==> config.mk <==
export PLATFORM = sky130hd
export DESIGN_NAME = pgood_supervisor
export DESIGN_NICKNAME = d
export VERILOG_FILES = /design/src/rtl/pgs_pkg.sv /design/src/rtl/pgs_flag_sync.sv /design/src/rtl/pgs_run_timer.sv /design/src/rtl/pgs_ref_seq.sv /design/src/rtl/pgood_supervisor.sv
export SDC_FILE = /design/constraint.sdc
export NUM_CORES = 1
export LEC_CHECK = 0
export BUFFER_PORTS_ARGS = -buffer_cell sky130_fd_sc_hd__buf_2
export CAP_MARGIN = 20
export CORE_AREA = 2 2 53 65
export DETAILED_ROUTE_END_ITERATION = 8
export DIE_AREA = 0 0 55 67
export MAX_ROUTING_LAYER = met4
export PLACE_DENSITY = 0.78
export SYNTH_ARGS = -nofsm -noshare
export SYNTH_HDL_FRONTEND = slang
export SYNTH_SLANG_ARGS = --single-unit
==> constraint.sdc <==
create_clock -name clk -period 1.74 [get_ports clk]
set_input_delay 0.087 -clock clk [delete_from_list [all_inputs] [get_ports clk]]
set_output_delay 0.087 -clock clk [all_outputs]
set_load 0.05 [all_outputs]
==> src/rtl/pgs_pkg.sv <==
package pgs_pkg;

   typedef struct packed {
      logic over_lo;
      logic under_hi;
   } pgs_win_t;

   localparam int PGS_WIN_W = $bits(pgs_win_t);

   function automatic logic pgs_in_window(input pgs_win_t w);
      return w.over_lo & w.under_hi;
   endfunction

   function automatic int pgs_cnt_w(input int limit);
      return (limit < 2) ? 1 : $clog2(limit);
   endfunction

endpackage

==> src/rtl/pgs_flag_sync.sv <==
module pgs_flag_sync #(
   parameter int STAGES = 2,
   parameter int W      = 2
) (
   input  logic         clk,
   input  logic         rst_n,
   input  logic [W-1:0] d,
   output logic [W-1:0] q
);

   if (STAGES < 0 || STAGES > 4) begin : g_bad_stages
      $error("pgs_flag_sync: STAGES must be within 0..4");
   end
   if (W < 1) begin : g_bad_w
      $error("pgs_flag_sync: W must be at least 1");
   end

   if (STAGES == 0) begin : g_bypass
      assign q = d;
   end else begin : g_chain
      logic [W-1:0] stg [STAGES];
      always_ff @(posedge clk) begin
         if (!rst_n) begin
            for (int i = 0; i < STAGES; i++) stg[i] <= '0;
         end else begin
            stg[0] <= d;
            for (int i = 1; i < STAGES; i++) stg[i] <= stg[i-1];
         end
      end
      assign q = stg[STAGES-1];
   end

endmodule

==> src/rtl/pgs_run_timer.sv <==
module pgs_run_timer
   import pgs_pkg::*;
#(
   parameter int LIMIT = 16
) (
   input  logic clk,
   input  logic rst_n,
   input  logic run,
   output logic hit
);

   localparam int            CW   = pgs_cnt_w(LIMIT);
   localparam logic [CW-1:0] LAST = CW'(LIMIT - 1);

   if (LIMIT < 1) begin : g_bad_limit
      $error("pgs_run_timer: LIMIT must be at least 1");
   end

   logic [CW-1:0] cnt;

   assign hit = run && (cnt == LAST);

   always_ff @(posedge clk) begin
      if (!rst_n || !run || hit) cnt <= '0;
      else                       cnt <= cnt + 1'b1;
   end

   // the consecutive-edge count never passes its final value
   a_r4_cnt_bound: assert property (@(posedge clk) disable iff (!rst_n)
      cnt <= LAST);

   // a broken run starts again from zero
   a_r4_restart: assert property (@(posedge clk) disable iff (!rst_n)
      !run |=> !hit || (LIMIT == 1));

endmodule

==> src/rtl/pgs_ref_seq.sv <==
module pgs_ref_seq (
   input  logic clk,
   input  logic rst_n,
   input  logic active,
   input  logic ramp_done,
   output logic fixed_sel
);

   always_ff @(posedge clk) begin
      if (!rst_n || !active) fixed_sel <= 1'b0;
      else if (ramp_done)    fixed_sel <= 1'b1;
   end

   // while active, the fixed reference stays selected
   a_r8_sticky: assert property (@(posedge clk) disable iff (!rst_n)
      fixed_sel && active |=> fixed_sel);

   // losing enable or supply returns to the ramp reference
   a_r7_back_to_ramp: assert property (@(posedge clk) disable iff (!rst_n)
      !active |=> !fixed_sel);

   // the switch to fixed needs a finished ramp
   a_r7_needs_ramp: assert property (@(posedge clk) disable iff (!rst_n)
      $rose(fixed_sel) |-> $past(ramp_done));

endmodule

==> src/rtl/pgood_supervisor.sv <==
module pgood_supervisor
   import pgs_pkg::*;
#(
   parameter int PG_RISE_CYC = 100000,
   parameter int PG_FALL_CYC = 2500,
   parameter int SYNC_STAGES = 2
) (
   input  logic clk,
   input  logic rst_n,
   input  logic en,
   input  logic vin_ok,
   input  logic fb_over_lo,
   input  logic fb_under_hi,
   input  logic ramp_done,
   output logic pg_pull_low,
   output logic ref_fixed_sel
);

   if (PG_FALL_CYC > PG_RISE_CYC) begin : g_bad_delays
      $error("pgood_supervisor: fall delay must not exceed rise delay");
   end

   pgs_win_t win_raw, win_s;
   logic     in_win, good, active;
   logic     pg_q;
   logic     rise_run, rise_hit, fall_run, fall_hit;

   assign win_raw.over_lo  = fb_over_lo;
   assign win_raw.under_hi = fb_under_hi;

   pgs_flag_sync #(.STAGES(SYNC_STAGES), .W(PGS_WIN_W)) u_sync (
      .clk   (clk),
      .rst_n (rst_n),
      .d     (win_raw),
      .q     (win_s)
   );

   assign in_win = pgs_in_window(win_s);
   assign active = en & vin_ok;
   assign good   = in_win & en;

   assign rise_run = vin_ok & ~pg_q & good;
   assign fall_run = vin_ok &  pg_q & ~good;

   pgs_run_timer #(.LIMIT(PG_RISE_CYC)) u_rise (
      .clk   (clk),
      .rst_n (rst_n),
      .run   (rise_run),
      .hit   (rise_hit)
   );

   pgs_run_timer #(.LIMIT(PG_FALL_CYC)) u_fall (
      .clk   (clk),
      .rst_n (rst_n),
      .run   (fall_run),
      .hit   (fall_hit)
   );

   always_ff @(posedge clk) begin
      if (!rst_n || !vin_ok) pg_q <= 1'b0;
      else if (rise_hit)     pg_q <= 1'b1;
      else if (fall_hit)     pg_q <= 1'b0;
   end

   assign pg_pull_low = ~(pg_q & vin_ok);

   pgs_ref_seq u_ref (
      .clk       (clk),
      .rst_n     (rst_n),
      .active    (active),
      .ramp_done (ramp_done),
      .fixed_sel (ref_fixed_sel)
   );

   // power good is only granted after a good edge
   a_r3_rise_on_good: assert property (@(posedge clk) disable iff (!rst_n)
      $rose(pg_q) |-> $past(good && vin_ok));

   // power good is only withdrawn on a bad edge or a lost supply
   a_r5_fall_on_bad: assert property (@(posedge clk) disable iff (!rst_n)
      $fell(pg_q) |-> $past(!good || !vin_ok));

   // a missing supply leaves the pin pulled low at the next edge
   a_r6_vin_forces_low: assert property (@(posedge clk) disable iff (!rst_n)
      !vin_ok |=> pg_pull_low);

   // a single good edge keeps an asserted power good
   a_r5_hold_on_good: assert property (@(posedge clk) disable iff (!rst_n)
      pg_q && good && vin_ok |=> pg_q);

endmodule

==> results_dict.tcl <==
set metrics [dict create \
    cts-htree-levels 2 \
    worst_pin_slew_ps 349 \
    grt_pass1_vias 1271 \
    clock.fmax_mhz 612 \
    clkTransAtPathRegs_ps 110 \
    initial_utilization_pct 51.9 \
    num_vias 1215 \
    synth-edff-count 0 \
    rows 22 \
    register_area_um2 701 \
    final_layout_size_suffix_gt1_share_pct 18.2 \
    routed_wl_mm 3.04 \
    core_um2 3030 \
    antenna_found_initial 0 \
    firstDrtPassIters 4 \
    ioPinCount 9 \
    synthArstFlopShare_pct 0 \
    synth.most_common_cell "dfxtp_1" \
    wl_per_cell_um 14.0 \
    synth_top_area_share_pct 44.6 \
    yosys_register_bits 35 \
    synth_area_um2 1570 \
    synth_cells 161 \
    place_congestion 0.941 \
    hold_viol_final 0 \
    track_usage_pct 20.4 \
    status "completed" \
    worstPathRequired_ps 2030 \
    synth_area_leaders "dfxtp_1 45%, xor2_1 7.8%, nor2_4 5.7%" \
    yosysSeqAreaShare_pct 44.6 \
    total_power_uw 1430 \
    period_minus_slack_ps 1630 \
    synth.distinct_cells 34 \
    clk_path_buf_depth 2 \
    syn_area_per_cell_um2 9.76 \
    synth_common_cells "35 x dfxtp_1, 19 x nor2_1, 14 x xor2_1, 11 x nand4_1" \
    slew_headroom_pct 76.5 \
    max-vdd-ir-drop_mv 0.553 \
    die_w_um 55 \
    route.detailed.drc 0 \
    setup_viol_count_final 0 \
    cts_root_buf "clkbuf_4" \
    skew_ps 11.8 \
    powerDensity_nw_per_um2 800 \
    post-route-period-util_pct 93.9 \
    setup-tns-final_ps 0 \
    crit_fanout 17 \
    cts_tree "built" \
    crit_chain "ha_1 > and4_4 > nand4_1 > or3b_1 > buf_12 > a21oi_1" \
    cts_sinks 35 \
    endpoint_kind "register" \
    portBuffers 8 \
    grt-ovfl-total 0 \
    cap_viol_max_count 0 \
    worst-setup-path-type "register to register" \
    hold_class "input pin to register" \
    diodes 0 \
    path_buf_inv 1 \
    cts_made_buffers 5 \
    final_cell_area_um2 1780 \
    die_y_um 67 \
    critPathSlowestCell "or3b_1" \
    synth_fp_nets 170 \
    cts.repair.resized 0 \
    grt_pass1_wl_mm 5.19 \
    fillers 266 \
    vias_per_cell 5.60 \
    place_area_um2 1650 \
    slew_viol_final 0 \
    yosys_warnings 0 \
    multi_input_area_um2 808 \
    clk_latency_ps 350 \
    max_stage_delay_ps 410 \
    nets 189 \
    grt_max_degree 18 \
    drt_iter0_drc 36 \
    area_growth_pct 13.5 \
    rsz0062_at_grt "false" \
    crit_family "simple AND/OR/NAND/NOR gates" \
    dieArea_um2 3690 \
    worst_setup_path_start_kind "register" \
    drtAntennaViolNets 0 \
    arrival_ps 1920 \
    synth_ff_type "dfxtp_1" \
    dp_hpwl_mm 2.19 \
    yosysTopAreaCell "dfxtp_1" \
    power.static_leakage_uw 0.000604 \
]
## tightest hold or removal path: stages
cell and delay [ps]:
buf_2 120, nand3_1 80, o21ai_0 80
## sequential cells by signal (all words and copies together) (netlist names)
register	flops
u_rise.cnt	17
u_fall.cnt	12
u_sync.g_chain.stg	4
u_ref.fixed_sel	1
pg_q	1
## kinds of logic (layout without fill, tap and decap cells)
logic type	count (synthesis)	in the layout	share of synthesized area [%]
XOR/XNOR	24	24	13.4
buffers and inverters	8	28	3.98
AO/OA/AOI/OAI	5	5	2.31
AND/OR/NAND/NOR	87	87	34.2
flip-flops	35	35	44.6
adder cells (fa/ha/maj)	2	2	1.59
## through the flow
step           hold WS, ps  utilization [%]  cells  worst slack (ps)
6_report              68.7             58.9    217               106
2_1_floorplan          209                -    161              83.8
4_1_cts               61.2             58.9    217               113
3_3_place_gp           296             54.5    204               187
5_1_grt                101             58.9    217              2.54
3_5_place_dp           310             54.5    204               131
## area by class of cell
class	instances	share of cell area [%]
clock inverters	3	2.46
multi-input cells	118	45.3
repair buffers	18	7.86
clock buffers	5	2.11
inverters	2	0.421
well taps	36	2.53
flip-flops and latches	35	39.3
## where the power goes
part	internal, µW	switching (µW)	total [µW]
registers	806	1.35	807
logic	14.8	10.4	25.2
clock network	302	292	594
total	1120	303	1430
## path summary, 6_finish.rpt
kind,start,end,slack (ps),cells past startpoint
worst max-delay path,u_rise.cnt[1],u_rise.cnt[13],110,6
worst min-delay path,vin_ok,pg_q,70,3
worst max register to register,u_rise.cnt[1],u_rise.cnt[13],110,6
worst min register to register,u_sync.g_chain.stg[0][0],u_sync.g_chain.stg[0][2],450,1
## timing repair
item / in CTS / in global routing
endpoints found under the hold margin: 4 / 0
hold buffers: 5 / 0
buffers inserted: 0 / 0
setup endpoints to repair: 0 / 0
## metal layers
metal	vias up	track usage (%)	wire length (µm)
li1	602	-	-
met1	579	19.0	1160
met2	22	36.0	1680
met3	12	5.16	102
met4	0	12.2	93
met5	-	-	0
## placed cells by master, fill, tap and decap left out, drive strengths merged, types with 2 or more instances in the layout
cell type    instances
xnor2               10
dfxtp               35
nand4               12
buf                 13
nand3               10
clkinv               2
nor3                 2
ha                   2
dlygate4sd3          5
nor4b                2
nor4                 5
and3                 5
nor2                29
inv                  2
clkbuf               5
xor2                14
and2                 5
and4                 3
nand2                8
No activity file was read; power rests on OpenSTA's default activity.
